$ cat src/rtl/irq_gate_pkg.sv
package irq_gate_pkg;

    // Total interrupt lines seen by the gate, and how many are software lines.
    parameter int NUM_LINES = 8;
    parameter int SW_LINES  = 2;
    parameter int VS_W      = 5;

    localparam int HW_LINES = NUM_LINES - SW_LINES;
    localparam int LVL_W    = HW_LINES;

    typedef logic [LVL_W-1:0]     level_t;
    typedef logic [NUM_LINES-1:0] lines_t;

    typedef enum logic {
        MODE_CLASSIC = 1'b0,
        MODE_EXTCTL = 1'b1
    } gate_mode_e;

    typedef struct packed {
        logic cls_hit;
        logic sw_hit;
        logic ext_hit;
    } hit_set_t;

    // Strict priority rule. A code of zero never wins, because no unsigned
    // level lies below zero.
    function automatic logic level_wins(level_t presented, level_t current);
        return presented > current;
    endfunction

endpackage

$ cat src/rtl/irq_mode_detect.sv
module irq_mode_detect
    import irq_gate_pkg::*;
(
    input  logic            clk,
    input  logic            rst,
    input  logic            cap,
    input  logic            vmode,
    input  logic [VS_W-1:0] spacing,
    output gate_mode_e      mode
);

    logic spacing_nz;

    always_comb begin
        spacing_nz = |spacing;
        mode = (cap && vmode && spacing_nz) ? MODE_EXTCTL : MODE_CLASSIC;
    end

    // a zero spacing keeps the gate in the classic mode
    p_zero_space_classic_r3: assert property (@(posedge clk) disable iff (rst)
        (spacing == '0) |-> (mode == MODE_CLASSIC));

    // without the capability flag the gate stays classic
    p_no_cap_classic_r3: assert property (@(posedge clk) disable iff (rst)
        !cap |-> (mode == MODE_CLASSIC));

endmodule

$ cat src/rtl/irq_bit_mask.sv
module irq_bit_mask #(
    parameter int W = 8
) (
    input  logic [W-1:0] lines,
    input  logic [W-1:0] enables,
    output logic         hit
);

    logic [W-1:0] gated;

    genvar gi;
    generate
        for (gi = 0; gi < W; gi++) begin : g_bit
            assign gated[gi] = lines[gi] & enables[gi];
        end
    endgenerate

    assign hit = |gated;

endmodule

$ cat src/rtl/irq_level_cmp.sv
module irq_level_cmp
    import irq_gate_pkg::*;
(
    input  logic   clk,
    input  logic   rst,
    input  level_t presented,
    input  level_t current,
    output logic   hit
);

    assign hit = level_wins(presented, current);

    // an equal level must be rejected
    p_equal_rejected_r4: assert property (@(posedge clk) disable iff (rst)
        (presented == current) |-> !hit);

    // code zero never passes
    p_zero_code_r5: assert property (@(posedge clk) disable iff (rst)
        (presented == '0) |-> !hit);

    // the top level can never be exceeded
    p_top_level_r4: assert property (@(posedge clk) disable iff (rst)
        (current == '1) |-> !hit);

endmodule

$ cat src/rtl/irq_gate_top.sv
module irq_gate_top
    import irq_gate_pkg::*;
(
    input  logic                clk,
    input  logic                rst,
    input  logic [7:0]          irq_mask,
    input  logic [5:0]          hw_pend,
    input  logic [1:0]          sw_pend,
    input  logic                eic_cap,
    input  logic                vec_mode,
    input  logic [4:0]          vec_space,
    input  logic [5:0]          eic_level,
    input  logic                exl,
    input  logic                erl,
    input  logic                glob_ie,
    output logic                irq_req
);

    gate_mode_e mode;
    hit_set_t   hits;
    lines_t     all_lines;
    level_t     cur_level;
    logic       allow;
    logic       req_d;

    assign all_lines = {hw_pend, sw_pend};
    assign cur_level = irq_mask[NUM_LINES-1:SW_LINES];

    irq_mode_detect u_mode (
        .clk     (clk),
        .rst     (rst),
        .cap     (eic_cap),
        .vmode   (vec_mode),
        .spacing (vec_space),
        .mode    (mode)
    );

    irq_bit_mask #(.W(NUM_LINES)) u_cls (
        .lines   (all_lines),
        .enables (irq_mask),
        .hit     (hits.cls_hit)
    );

    irq_bit_mask #(.W(SW_LINES)) u_sw (
        .lines   (sw_pend),
        .enables (irq_mask[SW_LINES-1:0]),
        .hit     (hits.sw_hit)
    );

    irq_level_cmp u_cmp (
        .clk       (clk),
        .rst       (rst),
        .presented (eic_level),
        .current   (cur_level),
        .hit       (hits.ext_hit)
    );

    always_comb begin
        allow = glob_ie && !exl && !erl;
        unique case (mode)
            MODE_EXTCTL:  req_d = allow && (hits.sw_hit || hits.ext_hit);
            default:      req_d = allow && hits.cls_hit;
        endcase
    end

    always_ff @(posedge clk) begin
        if (rst) irq_req <= 1'b0;
        else     irq_req <= req_d;
    end

    // reset clears the request
    p_reset_clear_r1: assert property (@(posedge clk)
        rst |=> !irq_req);

    // exception or error level vetoes the request
    p_level_veto_r8: assert property (@(posedge clk) disable iff (rst)
        (exl || erl) |=> !irq_req);

    // the global enable must be set
    p_global_en_r9: assert property (@(posedge clk) disable iff (rst)
        !glob_ie |=> !irq_req);

    // an enabled pending software bit always fires when allowed
    p_sw_fires_r6: assert property (@(posedge clk) disable iff (rst)
        (glob_ie && !exl && !erl && |(sw_pend & irq_mask[1:0])) |=> irq_req);

endmodule

$ cat config.mk
export PLATFORM = sky130hd
export DESIGN_NAME = irq_gate_top
export DESIGN_NICKNAME = d
export VERILOG_FILES = /design/src/rtl/irq_gate_pkg.sv /design/src/rtl/irq_mode_detect.sv /design/src/rtl/irq_bit_mask.sv /design/src/rtl/irq_level_cmp.sv /design/src/rtl/irq_gate_top.sv
export SDC_FILE = /design/constraint.sdc
export NUM_CORES = 1
export LEC_CHECK = 0
export BUFFER_PORTS_ARGS = -buffer_cell sky130_fd_sc_hd__clkbuf_2
export CAP_MARGIN = 20
export CORE_AREA = 2 2 39 41
export CTS_BUF_LIST = sky130_fd_sc_hd__clkbuf_4
export DETAILED_ROUTE_END_ITERATION = 8
export DIE_AREA = 0 0 41 43
export PLACE_DENSITY = 0.58
export SLEW_MARGIN = 0
export SYNTH_ARGS = -nofsm -noshare
export SYNTH_HDL_FRONTEND = slang
export SYNTH_SLANG_ARGS = --single-unit
$ cat constraint.sdc
create_clock -name clk -period 4.45 [get_ports clk]
set_clock_uncertainty 0.15 [all_clocks]
set_input_delay 0.6675 -clock clk [delete_from_list [all_inputs] [get_ports clk]]
set_output_delay 0.6675 -clock clk [all_outputs]
set_load 0.05 [all_outputs]
==> out/results.tsv <==
metric	value	unit
Detailed Routing Iterations Pass 1	3	
multiplexer share of the synthesized area	0	
most used cells in the layout excluding fill and tap cells	34 x sky130_fd_sc_hd__clkbuf_2, 6 x sky130_fd_sc_hd__inv_1, 6 x sky130_fd_sc_hd__ha_1	
Compound-Gate Fraction of Synth Area	0.3687	
largest cells by area after synthesis	sky130_fd_sc_hd__ha_1 28%, sky130_fd_sc_hd__inv_1 8.3%, sky130_fd_sc_hd__dfxtp_1 7.4%	
family of cells with the greatest summed delay on the critical path	simple AND/OR/NAND/NOR gates	
cell count after synthesis	33	
Critical Setup Path Class	in -> reg	
via/cell ratio	4.458	
most common library cell in the layout ignoring fill and taps	sky130_fd_sc_hd__clkbuf_2	
number of cells in the design after placement	83	
antenna violations before repair	0	
share of the synthesized area in the top cell type	0.2765	
count of routing violations after the opening detailed-route iteration	4	
internal power consumption	0.02908	mW
post-synthesis sequential area ratio	0.07373	
synthesis-to-layout area growth	70.05	%
number of register bits inferred by synthesis	1	
IO Count	35	
count of filler cells inserted in the layout	152	
LEAKAGE	0.2736	nW
Warnings, synthesis	0	
NetSw	0.01410	mW
post-route setup slack	2.340	ns
global-route total usage across every layer	0.08200	
number of buffers inserted by port buffering	34	
arrival time of data at the critical path endpoint	1.83	ns
Worst IR Drop VDD	35.02	uV
endpoint type of the worst setup path	flop	
core area	1384	um^2
vias in the first global route	339	
hold-fix buffers at CTS	0	
number of cells upsized or downsized after cts	0	
DRC violation count after routing	0	
synthesized-area fraction occupied by adder cells	0.2765	
Detailed Place HPWL	717.7	um
RD Place Congestion	0.6744	
Max FO, Critical Path	3	
final net count	109	
clock network fraction of total power	0	
Critical Path Max Stage Delay	0.30	ns
final critical-path share of the clock period	0.4742	
Die Width	41	um
CP startpoint kind	input pin	
register with the most flip-flops	irq_req	
Worst Setup Slack post-DPL	2.326	ns
required time worst endpoint	4.17	ns
count of endpoints failing setup in the final report	0	
Vert. Die Dim	43	um
relative max-transition margin	0.8089	
WP buf/inv	2	
Worst Max-Slew Pin Slew	0.2866	ns
total congestion overflow after global routing	0	
Sw Share	0.3266	
starting utilization of the core area	0.1962	
Gate power share	0.781	
Synth Area in XOR/XNOR	0	
routed len/inst	8.566	um
via count	370	
largest registers	irq_req (1)	
Post-CTS Setup Repair Bufs	0	
maximum operating frequency	0.4739	GHz
unrepaired setup endpoints after global routing	false	
global-route wire length before repair	1.097	mm
clk slew on worst S/H paths	0	ns
pin count of the biggest net entering global routing	4	
area fraction in and, or, nand and nor cells after synthesis	0.1982	
share of layout cells above drive strength 1	0.5522	
worst hold path class	in -> reg	
placement row count	14	
part of the power in registers	0.219	
post-synthesis cell area	271.5	um^2
Antenna Nets Post-Route	0	
cell type of the slowest stage on the worst timing path	sky130_fd_sc_hd__ha_1	
count of unique library cells instantiated by Yosys	19	
shortest period the worst path allows	2.110	ns
number of nets produced by synthesis	73	
Sum Neg Setup Slack	0	ns
flip-flop count of the largest register after layout	1	
pwr dens	93.52	nW/um^2
number of max-capacitance violations reported	0	
final antenna diode count	0	
total count of max-transition violations in the final report	0	
area leader, netlist	sky130_fd_sc_hd__ha_1	
Layout Cells excl Fill	83	
total wirelength of the detailed-routed design	711	um
sequence of cells on the critical path	clkbuf_2 -> inv_1 -> ha_1 -> and4_1 -> a311oi_2 -> nor4_1 -> a21boi_1	
DIE AREA	1763	um^2
average footprint of a synthesized cell	8.228	um^2
outcome	complete, no violations	
number of hold violations in the final report	0	
main combinational cell family by area after synthesis	compound AO/OA/AOI/OAI gates	
[power by group through the flow]
| stage | logic (mW) | clock network (mW) | registers (mW) |
|---|---|---|---|
| finish | 0.0337 | 0 | 0.00946 |
| global route | 0.0384 | 0 | 0.00953 |
| CTS | 0.0346 | 0 | 0.00947 |
| detailed placement | 0.0344 | 0 | 0.00946 |
| global placement | 0.0340 | 0 | 0.00948 |
| floorplan | 0.0153 | 0 | 0.0104 |
[logic make-up (layout without fill, tap and decap cells)]
group,count (synthesis),count (layout)
adder cells (fa/ha/maj),6,6
buffers and inverters,6,40
AND/OR/NAND/NOR,8,8
AO/OA/AOI/OAI,12,12
flip-flops,1,1
[tightest hold or removal path: stages]
cell and delay [ns]:
sky130_fd_sc_hd__clkbuf_2 0.08, sky130_fd_sc_hd__nand2_1 0.06, sky130_fd_sc_hd__nor4_1 0.05, sky130_fd_sc_hd__a21boi_1 0.12
[cells in the mapped netlist]
cell type / n
sky130_fd_sc_hd__a21boi_1: 1
sky130_fd_sc_hd__a21oi_1: 2
sky130_fd_sc_hd__a221oi_1: 2
sky130_fd_sc_hd__a22o_1: 2
sky130_fd_sc_hd__a311oi_2: 1
sky130_fd_sc_hd__a31oi_1: 1
sky130_fd_sc_hd__a32o_1: 1
sky130_fd_sc_hd__and4_1: 1
sky130_fd_sc_hd__dfxtp_1: 1
sky130_fd_sc_hd__ha_1: 6
sky130_fd_sc_hd__inv_1: 6
sky130_fd_sc_hd__nand2_1: 2
sky130_fd_sc_hd__nor2_1: 1
sky130_fd_sc_hd__nor2b_1: 1
sky130_fd_sc_hd__nor4_1: 1
sky130_fd_sc_hd__o21ai_0: 1
sky130_fd_sc_hd__o21bai_2: 1
sky130_fd_sc_hd__or4_4: 1
sky130_fd_sc_hd__or4b_1: 1
[layer usage]
layer	wire [um]	global-route usage
met1	311	0.1016
met5	0	0
met2	299	0.1563
met4	0	0
met3	101	0
[final cells by class]
| cell class | instances | area, um^2 | area share |
|---|---|---|---|
| Sequential cell | 1 | 20.02 | 0.04336 |
| Multi-Input combinational cell | 26 | 229.0 | 0.4959 |
| Tap cell | 16 | 20.02 | 0.04336 |
| Timing Repair Buffer | 34 | 170.2 | 0.3686 |
| Inverter | 6 | 22.52 | 0.04878 |
[per-stage QoR]
stage          power, mW  utilization  hold WS, ns  cell area, um^2
4_1_cts          0.04410       0.3336       0.8831            461.7
6_report         0.04318       0.3336       0.8700            461.7
3_5_place_dp     0.04388       0.3336       0.8831            461.7
2_1_floorplan    0.02569            -       0.7570            271.5
3_3_place_gp     0.04346       0.3336       0.8765            461.7
5_1_grt          0.04792       0.3336       0.8943            461.7
[worst paths after layout]
kind	startpoint	cells past startpoint	slack, ns	endpoint
worst max-delay path	irq_mask[7]	7	2.34	irq_req
worst min-delay path	vec_mode	4	0.87	irq_req
(Power assumes the default switching activity.)
